===== src/rtl/rrc_pkg.sv =====
package rrc_pkg;
  typedef enum logic [2:0] {
    RS_IDLE,
    RS_ADDR,
    RS_DWAIT,
    RS_CHECK,
    RS_GAP,
    RS_REISSUE
  } rrc_state_e;
endpackage


===== src/rtl/rrc_addr_hold.sv =====
module rrc_addr_hold #(
  parameter int AW = 16
) (
  input  logic          clk,
  input  logic          rst_n,
  input  logic          load,
  input  logic [AW-1:0] d,
  output logic [AW-1:0] q
);
  logic [AW-1:0] q_r;

  always_ff @(posedge clk or negedge rst_n) begin
    if (!rst_n)    q_r <= '0;
    else if (load) q_r <= d;
  end

  assign q = q_r;
endmodule


===== src/rtl/rrc_fail_cnt.sv =====
module rrc_fail_cnt #(
  parameter int MAX_FAIL = 3
) (
  input  logic clk,
  input  logic rst_n,
  input  logic clr,
  input  logic inc,
  output logic at_limit
);
  localparam int CW = $clog2(MAX_FAIL + 1);
  localparam logic [CW-1:0] LIM = CW'(MAX_FAIL);
  localparam logic [CW-1:0] LAST = CW'(MAX_FAIL - 1);

  logic [CW-1:0] cnt_q, cnt_d;

  always_comb begin
    cnt_d = cnt_q;
    if (clr)                     cnt_d = '0;
    else if (inc && cnt_q != LIM) cnt_d = cnt_q + 1'b1;
  end

  always_ff @(posedge clk or negedge rst_n) begin
    if (!rst_n) cnt_q <= '0;
    else        cnt_q <= cnt_d;
  end

  assign at_limit = (cnt_q == LAST);

  // the count never passes the limit
  p_cnt_bound_r8: assert property (@(posedge clk) disable iff (!rst_n)
    cnt_q <= LIM);
  // a new request restarts the count
  p_cnt_clear_r8: assert property (@(posedge clk) disable iff (!rst_n)
    clr |=> cnt_q == '0);
endmodule


===== src/rtl/rrc_fsm.sv =====
module rrc_fsm
  import rrc_pkg::*;
(
  input  logic       clk,
  input  logic       rst_n,
  input  logic       req_valid,
  input  logic       data_ready,
  input  logic       dec_err,
  input  logic       at_limit,
  output rrc_state_e state,
  output logic       req_ack,
  output logic       issue,
  output logic       sample_en,
  output logic       replay_req,
  output logic       fatal
);
  rrc_state_e st_q, st_d;

  always_comb begin
    st_d       = st_q;
    req_ack    = 1'b0;
    sample_en  = 1'b0;
    replay_req = 1'b0;
    fatal      = 1'b0;
    case (st_q)
      RS_IDLE: begin
        if (req_valid) begin
          req_ack = 1'b1;
          st_d    = RS_ADDR;
        end
      end
      RS_ADDR:    st_d = RS_DWAIT;
      RS_DWAIT:   if (data_ready) st_d = RS_CHECK;
      RS_CHECK: begin
        if (!dec_err) begin
          sample_en = 1'b1;
          st_d      = RS_IDLE;
        end else if (at_limit) begin
          fatal = 1'b1;
          st_d  = RS_IDLE;
        end else begin
          replay_req = 1'b1;
          st_d       = RS_GAP;
        end
      end
      RS_GAP:     st_d = RS_REISSUE;
      RS_REISSUE: st_d = RS_DWAIT;
      default:    st_d = RS_IDLE;
    endcase
  end

  always_ff @(posedge clk or negedge rst_n) begin
    if (!rst_n) st_q <= RS_IDLE;
    else        st_q <= st_d;
  end

  assign state = st_q;
  assign issue = (st_q == RS_ADDR) || (st_q == RS_REISSUE);

  // the check cycle is entered only from a ready data phase
  p_check_entry_r3: assert property (@(posedge clk) disable iff (!rst_n)
    (st_q == RS_CHECK) |-> $past(data_ready) && $past(st_q) == RS_DWAIT);
  // no decision pulse outside the check cycle
  p_pulse_in_check_r9: assert property (@(posedge clk) disable iff (!rst_n)
    (sample_en || replay_req || fatal) |-> st_q == RS_CHECK);
endmodule


===== src/rtl/rd_retry_ctrl.sv =====
module rd_retry_ctrl #(
  parameter int AW       = 16,
  parameter int MAX_FAIL = 3
) (
  input  logic          clk,
  input  logic          rst_n,
  input  logic          req_valid,
  input  logic [AW-1:0] req_addr,
  output logic          req_ack,
  output logic          bus_valid,
  output logic [AW-1:0] bus_addr,
  input  logic          data_ready,
  input  logic          dec_err,
  output logic          sample_en,
  output logic          replay_req,
  output logic          retry_fatal
);
  import rrc_pkg::*;

  rrc_state_e    state;
  logic          issue;
  logic          at_limit;
  logic          fail_seen;
  logic [AW-1:0] held_addr;

  rrc_fsm u_fsm (
    .clk        (clk),
    .rst_n      (rst_n),
    .req_valid  (req_valid),
    .data_ready (data_ready),
    .dec_err    (dec_err),
    .at_limit   (at_limit),
    .state      (state),
    .req_ack    (req_ack),
    .issue      (issue),
    .sample_en  (sample_en),
    .replay_req (replay_req),
    .fatal      (retry_fatal)
  );

  rrc_addr_hold #(.AW(AW)) u_hold (
    .clk   (clk),
    .rst_n (rst_n),
    .load  (req_ack),
    .d     (req_addr),
    .q     (held_addr)
  );

  assign fail_seen = replay_req | retry_fatal;

  rrc_fail_cnt #(.MAX_FAIL(MAX_FAIL)) u_cnt (
    .clk      (clk),
    .rst_n    (rst_n),
    .clr      (req_ack),
    .inc      (fail_seen),
    .at_limit (at_limit)
  );

  assign bus_valid = issue;
  assign bus_addr  = issue ? held_addr : req_addr;

  // accepted address appears on the bus next cycle
  p_issue_after_ack_r2: assert property (@(posedge clk) disable iff (!rst_n)
    req_ack |=> bus_valid && bus_addr == $past(req_addr));
  // at most one decision outcome per check
  p_one_outcome_r5: assert property (@(posedge clk) disable iff (!rst_n)
    $countones({sample_en, replay_req, retry_fatal}) <= 1);
  // a replay is followed by one idle bus cycle
  p_gap_after_replay_r6: assert property (@(posedge clk) disable iff (!rst_n)
    replay_req |=> !bus_valid);
  // the repeated read carries the failed address
  p_reissue_addr_r6: assert property (@(posedge clk) disable iff (!rst_n)
    $past(replay_req) |=> bus_valid && bus_addr == $past(held_addr, 2));
  // sample enable is never raised on the data_ready cycle itself
  p_sample_late_r4: assert property (@(posedge clk) disable iff (!rst_n)
    sample_en |-> !bus_valid && $past(data_ready));
endmodule


===== config.mk =====
export PLATFORM = sky130hd
export DESIGN_NAME = rd_retry_ctrl
export DESIGN_NICKNAME = d
export VERILOG_FILES = /design/src/rtl/rrc_pkg.sv /design/src/rtl/rrc_addr_hold.sv /design/src/rtl/rrc_fail_cnt.sv /design/src/rtl/rrc_fsm.sv /design/src/rtl/rd_retry_ctrl.sv
export SDC_FILE = /design/constraint.sdc
export NUM_CORES = 1
export LEC_CHECK = 0
export BUFFER_PORTS_ARGS = -buffer_cell sky130_fd_sc_hd__buf_2
export CAP_MARGIN = 10
export CORE_ASPECT_RATIO = 1.5
export CORE_MARGIN = 8
export CORE_UTILIZATION = 45
export CTS_BUF_LIST = sky130_fd_sc_hd__clkbuf_4 sky130_fd_sc_hd__clkbuf_8 sky130_fd_sc_hd__clkbuf_16
export CTS_CLUSTER_SIZE = 24
export DETAILED_ROUTE_END_ITERATION = 10
export PLACE_DENSITY = 0.83
export SYNTH_ARGS = -nofsm -noshare
export SYNTH_HDL_FRONTEND = slang
export SYNTH_HIERARCHICAL = 1
export SYNTH_SLANG_ARGS = --single-unit

===== constraint.sdc =====
create_clock -name clk -period 4.8 [get_ports clk]
set_input_delay 0 -clock clk [delete_from_list [all_inputs] [get_ports clk]]
set_output_delay 0 -clock clk [all_outputs]
set_load 0.03 [all_outputs]

==> results of run 1 <==
## per-stage QoR
stage	utilization, %	instances
2_1_floorplan	-	82
3_3_place_gp	54.3	157
3_5_place_dp	54.3	157
4_1_cts	61.8	176
5_1_grt	62.2	177
6_report	62.2	177
## final cells by class
type | instances | area (sq um)
Multi-Input combinational cell | 55 | 629
Clock inverter | 1 | 5.00
Inverter | 2 | 7.51
Clock buffer | 3 | 41.3
Sequential cell | 21 | 526
Tap cell | 37 | 46.3
Fill cell | 228 | 991
Timing Repair Buffer | 58 | 373
## cell families after synthesis
logic type	count (synthesis)	synth area share [%]
compound gates	3	1.75
fa+ha+maj	2	2.06
buf+inv	6	5.76
flops	21	43.2
mux	34	38.3
simple gates	16	8.95
## state kept, by name, summed over array words and instances, names as in the netlist
| register | count |
|---|---|
| u_cnt/cnt_q | 2 |
| u_hold/q | 16 |
| u_fsm/state | 3 |
## placed cells by master, fill, tap and decap left out, drive strengths merged
cell and n:
nor3b 1, dfrtp 21, clkbuf 3, nor2b 4
mux2 34, nand3b 1, a21oi 1, nor4b 1
nand4b 1, inv 2, buf 42, nor2 5
clkinv 1, o21bai 1, o2bb2ai 1, dlygate4sd3 16
and4bb 1, ha 2, or2 2
## per-layer routing
layer | part of all wire, % | vias up | wire length, um | track usage [%]
li1 | - | 407 | - | -
met1 | 42 | 398 | 1130 | 14.9
met2 | 52 | 29 | 1400 | 21.2
met3 | 6.3 | 2 | 172 | 3.39
met4 | 0.29 | 0 | 8 | 2.96
met5 | 0 | - | 0 | 0
## worst max path at each step
| stage | startpoint | end | cells past startpoint |
|---|---|---|---|
| 2_1_floorplan | u_fsm/state[2]$_DFFE_PN0P_ | u_hold/q[10]$_DFFE_PN0P_ | 4 |
| 3_3_place_gp | u_fsm/state[0]$_DFFE_PN0P_ | bus_addr[0] | 3 |
| 3_5_place_dp | u_fsm/state[0]$_DFFE_PN0P_ | bus_addr[2] | 3 |
| 4_1_cts | u_fsm/state[0]$_DFFE_PN0P_ | bus_addr[2] | 3 |
| 5_1_grt | u_fsm/state[0]$_DFFE_PN0P_ | bus_addr[15] | 3 |
| 6_report | u_fsm/state[0]$_DFFE_PN0P_ | bus_addr[15] | 3 |
## power by group through the flow
| stage | registers, mW | clock network [mW] | logic [mW] |
|---|---|---|---|
| 6_report | 0.327 | 0.112 | 0.541 |
| 5_1_grt | 0.344 | 0.125 | 0.578 |
| 4_1_cts | 0.328 | 0.118 | 0.545 |
| 3_5_place_dp | 0.332 | 0 | 0.531 |
| 3_3_place_gp | 0.320 | 0 | 0.517 |
| 2_1_floorplan | 0.309 | 0 | 0.467 |
## critical path, cell delays in order (launching register included)
cell,delay (ns)
dfrtp_1,0.44
nor2b_2,0.91
mux2_2,0.42
buf_2,0.18
==> impl_metrics.csv, run 1 <==
group,metric,value,unit
pwr,power.leakage,0.800,nW
timing,min_period,2.20,ns
clock_tree,clk-insertion-delay-late,0.25,ns
yosys,synth_most_common_cell,"mux2_4",
floorplan,top_level_ports,42,
min_path,hold_end,"u_fsm/state[0]$_DFFE_PN0P_",
yosys,synth.largest_area_cell,"dfrtp_1",
floorplan,dieArea,4660,sq um
yosys,ys_top_cells_by_count,"22 x mux2_4, 21 x dfrtp_1, 12 x mux2_2",
yosys,yosys-top-cells-area,"dfrtp_1 43%, mux2_4 27%, mux2_2 11%",
yosys,ys.flop_type,"dfrtp_1",
place,gp_congestion,0.745,
pwr,swShare,39.1,%
detailed_routing,viasPerCell,4.72,
timing,setup_viol,0,
place,detailed_place.area,1420,sq um
timing,finalMaxSlewViolations,0,
yosys,synth_cell_type_count,20,
global_route,grt_pass1_vias,960,
final_layout,finalNetCount,164,
yosys,syn_avg_cell_area,14.8,sq um
pwr,clkPwrFrac,11.4,%
critical_path,cp_max_fo,18,
timing,fin_skew,0.00411,ns
place,place_worst_setup_slack,2.88,ns
yosys,synth_area,1220,sq um
clock_tree,cts_root_buffer,"clkbuf_8",
floorplan,die_y,79.7,um
yosys,ys_warn_count,6,
pwr,power,980,uW
yosys,yosysSeqAreaShare,43.2,%
detailed_routing,drtIter0Drc,17,
place,port_buffers,41,
critical_path,rr_endpoint,"u_fsm/state[1]$_DFFE_PN0P_",
clock_tree,post-cts-setup-buffers,0,
yosys,synth_edf_count,0,
timing,fin_hold_ws,0.0108,ns
yosys,synth_top_area_share,43.2,%
critical_path,worst_ep_required_time,4.80,ns
final_layout,drive_above_1_share,60.0,%
timing,tns,0,ns
floorplan,core,2620,sq um
pwr,pwr_density_cell,602,nW/um^2
place,dp_hpwl,1890,um
clock_tree,numCtsBuffers,3,
yosys,netlist_instances,82,
clock_tree,cts_buffer_depth,2,
critical_path,worstSetupEndpointType,"output pin",
critical_path,arrival,2.20,ns
final_layout,syn_to_final_growth,33.8,%
detailed_routing,drc_errors,0,
global_route,grt_pass1_wl,4620,um
clock_tree,clk_pin_slew,0.07,ns
critical_path,r2r-start,"u_fsm/state[0]$_DFFE_PN0P_",
clock_tree,ctsResizeCount,0,
timing,tightest_slew,1.08,ns
yosys,async_reset_ff_share,100,%
critical_path,cp-start-kind,"flip-flop",
timing,rsz0062_at_grt,"no",
floorplan,initial_utilization,46.4,%
pwr,power.switching,383,uW
floorplan,die_w,58.4,um
pwr,ir_worst_vdd,0.334,mV
clock_tree,h-tree-depth,1,
global_route,grt_max_degree,22,
global_route,antenna_found_initial,0,
detailed_routing,routed_wl,2710,um
detailed_routing,wire_per_inst,15.3,um
clock_tree,clock_sinks,21,
floorplan,row_count,23,
run,cap_viol_max_count,0,
detailed_routing,dr.pass1.iters,4,
pwr,p_int,597,uW
timing,relSlewSlack,27.7,%
min_path,min-delay-start,"data_ready",
pwr,pwr-share-comb,55.2,%
timing,period_share,45.9,%
run_status,status,"finished, final reports clean",
clock_tree,cts_tree,"built",
yosys,syn-num-nets,105,
critical_path,path_class,"flip-flop to output pin",
global_route,grt_usage,12.4,%
min_path,whs_path_depth,3,
critical_path,r2r_slack,3.19,ns
timing,hold_violations,0,
clock_tree,ctsHoldBuffers,15,
timing,clock.fmax,454,MHz
critical_path,reg2regPathDepth,2,
detailed_routing,dr_total_vias,836,
yosys,yosys_register_bits,21,
pwr,pwr-share-seq,33.4,%
final_layout,finalInstanceArea,1630,sq um
global_route,grt_overflow,0,
min_path,hold_path_class,"primary input to flip-flop",
timing,fin_ws,2.60,ns
final_layout,antenna_cells,0,
detailed_routing,ant_nets,0,
Power figures use the tool's default switching activity.
==> inputs of run 2 (changes only) <==
- CORE_UTILIZATION: 45 -> 44
- PLACE_DENSITY: 0.83 -> 0.84
- clock period: 4.8 -> 2 ns (I/O delays scaled with it)
==> run 2 against run 1 <==
Worst hold slack got worse by 0.0098 ns; clock power up 150%; utilization fell by 0.53 points; critical path type unchanged; highest routed layer unchanged.
==> impl_metrics.csv, run 2 (synthesis gave the netlist of run 1 again) <==
group,metric,value,unit
final_layout,regArea,526,sq um
global_route,grt_max_degree,22,
final_layout,syn_to_final_growth,34.2,%
place,gp_congestion,0.683,
floorplan,initial_utilization,45.9,%
timing,tns,0,ns
timing,tightest_slew,0.451,ns
place,place_worst_setup_slack,0.415,ns
critical_path,arrival,1.67,ns
clock_tree,clk_pin_slew,0.07,ns
final_layout,fin_util,61.6,%
detailed_routing,wire_per_inst,14.7,um
timing,clock.fmax,600,MHz
timing,rsz0062_at_grt,"no",
final_layout,antenna_cells,0,
global_route,grt_pass1_wl,4170,um
critical_path,r2r-start,"u_cnt/cnt_q[0]$_DFFE_PN0P_",
clock_tree,cts_tree,"built",
pwr,power.leakage,0.808,nW
critical_path,cp_max_fo,10,
min_path,hold_path_class,"primary input to flip-flop",
floorplan,top_level_ports,42,
clock_tree,clock_sinks,21,
floorplan,die_w,58.9,um
final_layout,largest_reg_flops,16,
min_path,whs_path_depth,2,
clock_tree,ctsResizeCount,0,
detailed_routing,viasPerCell,4.83,
final_layout,fillers,225,
place,dp_hpwl,2030,um
detailed_routing,drc_errors,0,
final_layout,multi_input_area,638,sq um
clock_tree,post-cts-setup-buffers,0,
final_layout,final_common_cell,"buf_2",
clock_tree,numCtsBuffers,3,
critical_path,worst_ep_required_time,2.00,ns
pwr,ir_worst_vdd,0.679,mV
pwr,power,2.39,mW
detailed_routing,dr_total_vias,855,
detailed_routing,dr.pass1.iters,4,
detailed_routing,ant_nets,0,
global_route,grt_usage,11.2,%
detailed_routing,routed_wl,2600,um
floorplan,dieArea,4740,sq um
global_route,grt_pass1_vias,945,
timing,period_share,83.4,%
timing,fin_ws,0.332,ns
critical_path,path_class,"flip-flop to output pin",
clock_tree,clk-insertion-delay-late,0.25,ns
timing,fin_skew,0.00234,ns
timing,relSlewSlack,69.9,%
pwr,power.switching,915,uW
pwr,p_int,1.48,mW
floorplan,row_count,23,
pwr,pwr-share-seq,33.1,%
clock_tree,h-tree-depth,1,
timing,min_period,1.67,ns
pwr,pwr_density_cell,1470,nW/um^2
critical_path,cp-start-kind,"flip-flop",
critical_path,cp-startpoint,"u_fsm/state[0]$_DFFE_PN0P_",
final_layout,finalNetCount,164,
clock_tree,cts_buffer_depth,2,
final_layout,final_cell_mix,"41 x buf_2, 22 x mux2_4, 21 x dfrtp_1",
place,port_buffers,41,
pwr,clkPwrFrac,11.7,%
global_route,antenna_found_initial,0,
critical_path,reg2regPathDepth,7,
clock_tree,cts_root_buffer,"clkbuf_8",
clock_tree,ctsHoldBuffers,12,
timing,setup_viol,0,
run,cap_viol_max_count,0,
run_status,status,"finished, final reports clean",
detailed_routing,drtIter0Drc,40,
min_path,min-delay-start,"req_addr[0]",
critical_path,worstSetupEndpointType,"output pin",
floorplan,die_y,80.4,um
pwr,pwr-share-comb,55.2,%
final_layout,drive_above_1_share,62.1,%
global_route,grt_overflow,0,
timing,hold_violations,0,
pwr,swShare,38.2,%
floorplan,core,2650,sq um
timing,finalMaxSlewViolations,0,
==> run 2: cell types whose count changed in the layout (fill, tap and decap cells not counted), sizes merged <==
cell and change:
clkbuf +1, buf +3, dlygate4sd3 -3, clkinv -1
==> run 2: worst paths after layout <==
path	end	slack [ns]
setup / recovery	bus_addr[9]	0.33
min in group asynchronous	u_hold/q[9]$_DFFE_PN0P_	0.24
hold / removal	u_hold/q[0]$_DFFE_PN0P_	0.001
setup reg to reg	u_cnt/cnt_q[1]$_DFFE_PN0P_	0.39
hold reg to reg	u_hold/q[13]$_DFFE_PN0P_	0.51
max in group asynchronous	u_hold/q[7]$_DFFE_PN0P_	1.45
==> run 2: area by class of cell <==
| type | instances | share of cell area, % |
|---|---|---|
| Tap cell | 37 | 2.84 |
| Inverter | 2 | 0.460 |
| Sequential cell | 21 | 32.2 |
| Timing Repair Buffer | 58 | 22.4 |
| Multi-Input combinational cell | 55 | 39.1 |
| Clock buffer | 4 | 2.99 |
==> run 2: routing by layer <==
metal / part of all wire (%) / GRT usage (%) / routed length, um
met5: 0 / 0 / 0
met4: 0.50 / 2.88 / 13
met3: 7.2 / 3.83 / 186
met2: 53 / 21.2 / 1370
met1: 39 / 11.0 / 1020
==> run 2: worst max-delay path, cell delays in order, from the launching register on <==
cell     delay (ns)
dfrtp_1        0.48
nor2b_2        0.21
buf_4          0.23
mux2_4         0.32
buf_2          0.18
==> run 2: power groups by stage <==
stage	clock, mW	sequential [mW]	combinational (mW)
floorplan	0	0.756	1.13
global placement	0	0.775	1.29
detailed placement	0	0.804	1.31
CTS	0.289	0.795	1.34
global route	0.305	0.824	1.42
finish	0.279	0.792	1.32
==> run 2: stage by stage <==
stage | area, sq um | hold slack (ns) | std cells
floorplan | 1230 | -0.296 | 82
global placement | 1450 | -0.0257 | 160
detailed placement | 1450 | -0.0149 | 160
CTS | 1620 | 0.000879 | 176
global route | 1630 | 0.00306 | 177
finish | 1630 | 0.00102 | 177
==> inputs of run 3 (changes only) <==
- clock period: 2 -> 1.52 ns (I/O delays scaled with it)
==> run 3 against run 2 <==
The flow now finishes with violations (setup timing); first-iteration DRC count shrank 50%; sequential share of layout area is 4.9 points lower; sequential power rose by 29%; register-to-register slack worse by 0.45 ns.
==> impl_metrics.csv, run 3 (synthesis gave the netlist of run 1 again) <==
group,metric,value,unit
run_status,status,"finished with violations",
run_status,violations,"setup timing",
critical_path,endpoint,"u_cnt/cnt_q[0]$_DFFE_PN0P_",
critical_path,r2r-start,"u_fsm/state[1]$_DFFE_PN0P_",
timing,finalMaxSlewViolations,0,
floorplan,dieArea,4740,sq um
final_layout,final_cell_mix,"34 x mux2_4, 24 x buf_2, 22 x buf_6",
clock_tree,cts_root_buffer,"clkbuf_8",
detailed_routing,viasPerCell,4.87,
critical_path,cp-startpoint,"u_fsm/state[1]$_DFFE_PN0P_",
timing,relSlewSlack,68.9,%
detailed_routing,wire_per_inst,16.7,um
clock_tree,clk-insertion-delay-late,0.25,ns
critical_path,worst-path-stages,7,
place,port_buffers,41,
global_route,grt_usage,13.3,%
critical_path,critPathBufInv,2,
timing,period_share,104,%
timing,rsz0062_at_grt,"yes",
detailed_routing,dr_total_vias,911,
critical_path,crit_slowest_cell,"dfrtp_1",
critical_path,reg2regPathDepth,7,
timing,tightest_slew,0.467,ns
critical_path,path_class,"flip-flop to flip-flop",
global_route,grt_max_degree,22,
timing,setup_viol,35,
critical_path,crit_top_cell,"buf_6",
critical_path,worstSetupEndpointType,"flip-flop",
place,dp_hpwl,2040,um
final_layout,fillers,190,
pwr,power,3.86,mW
floorplan,top_level_ports,42,
final_layout,finalInstanceArea,1920,sq um
final_layout,final_common_cell,"mux2_4",
run,cap_viol_max_count,0,
global_route,grt_overflow,0,
detailed_routing,ant_nets,0,
critical_path,worst_ep_required_time,1.66,ns
min_path,hold_path_class,"primary input to flip-flop",
clock_tree,numCtsBuffers,3,
clock_tree,cts_buffer_depth,2,
critical_path,cp_cell_sequence,"buf_6, nand4b_1, buf_6, nor2_4, or2_4, nor2b_4, mux2_4",
place,gp_congestion,0.720,
floorplan,die_y,80.4,um
floorplan,initial_utilization,45.9,%
timing,min_period,1.58,ns
critical_path,arrival,1.72,ns
final_layout,largest_reg_flops,16,
detailed_routing,dr.pass1.iters,3,
floorplan,die_w,58.9,um
detailed_routing,routed_wl,3130,um
place,place_worst_setup_slack,-0.132,ns
critical_path,path_delay_family,"simple AND/OR/NAND/NOR gates",
critical_path,critPathMaxStageDelay,0.41,ns
place,detailed_place.area,1560,sq um
clock_tree,clk_pin_slew,0.07,ns
final_layout,drive_above_1_share,66.7,%
detailed_routing,drc_errors,0,
timing,clock.fmax,634,MHz
timing,fin_skew,0.00307,ns
floorplan,row_count,23,
clock_tree,clock_sinks,21,
clock_tree,cts_tree,"built",
pwr,pwr_density_cell,2000,nW/um^2
clock_tree,h-tree-depth,1,
pwr,power.leakage,0.951,nW
critical_path,rr_endpoint,"u_cnt/cnt_q[0]$_DFFE_PN0P_",
final_layout,syn_to_final_growth,58.2,%
final_layout,antenna_cells,0,
critical_path,r2r_slack,-0.06,ns
global_route,antenna_found_initial,0,
critical_path,cp_max_fo,3,
critical_path,cp-start-kind,"flip-flop",
pwr,ir_worst_vdd,1.33,mV
global_route,grt_pass1_vias,1108,
floorplan,core,2650,sq um
final_layout,finalNetCount,174,
detailed_routing,drtIter0Drc,20,
global_route,grt_pass1_wl,4920,um
timing,hold_violations,0,
timing,fin_ws,-0.0571,ns
run 3: cell count changes in the layout (fill, tap and decap cells not counted), sizes merged:
| cell | delta |
|---|---|
| buf | +10 |
run 3: repair_timing:
item                                    in CTS  in global routing
endpoints found under the setup margin      18                 35
gates resized for setup                     51                  3
cloned                                       1                  0
hold endpoints to repair                    32                  1
buffers inserted                             5                  0
hold buffers                                12                  1
pin swaps                                    0                  0
run 3: power by group:
part | internal, mW | switching (mW)
Clock | 0.204 | 0.169
Combinational | 1.42 | 1.05
Sequential | 0.836 | 0.182
Total | 2.46 | 1.40
run 3: layout make-up:
type | count | area [sq um] | share of cell area (%)
Sequential cell | 21 | 526 | 27.3
Timing Repair Buffer | 68 | 591 | 30.7
Inverter | 2 | 7.51 | 0.390
Multi-Input combinational cell | 55 | 706 | 36.7
Clock buffer | 4 | 48.8 | 2.54
Tap cell | 37 | 46.3 | 2.41
run 3: worst register-to-register path, cell delays in order, from the launching register on:
cell and delay, ns:
dfrtp_1 0.41, buf_6 0.13, nand4b_1 0.11, buf_6 0.14, nor2_4 0.04, or2_4 0.23
nor2b_4 0.13, mux2_4 0.29
run 3: worst min path at each step:
stage	slack, ns	to	start	cells after the start
after global routing	0.002	u_hold/q[6]$_DFFE_PN0P_	req_addr[6]	2
after CTS	0.002	u_hold/q[12]$_DFFE_PN0P_	req_addr[12]	2
after floorplan	-0.30	u_cnt/cnt_q[0]$_DFFE_PN0P_	rst_n	0
final	0.007	u_hold/q[13]$_DFFE_PN0P_	req_addr[13]	2
after global placement	-0.02	u_hold/q[8]$_DFFE_PN0P_	rst_n	1
after detailed placement	-0.02	u_hold/q[9]$_DFFE_PN0P_	rst_n	1
run 3: layer usage:
metal,up-vias,part of all wire (%),global-route usage (%)
li1,423,-,-
met1,453,38,12.7
met2,31,55,26.2
met3,4,6.1,3.67
met4,0,0.74,3.61
met5,-,0,0
run 3: metrics by stage:
stage / TNS, ns / std cells / util, % / hold WS, ns
floorplan: -4.82 / 82 / - / -0.296
global placement: -0.0910 / 166 / 58.7 / -0.0225
detailed placement: -0.261 / 166 / 58.7 / -0.0182
CTS: -2.41 / 188 / 73.7 / 0.00220
global route: -3.28 / 187 / 72.7 / 0.00167
finish: -1.41 / 187 / 72.7 / 0.00705
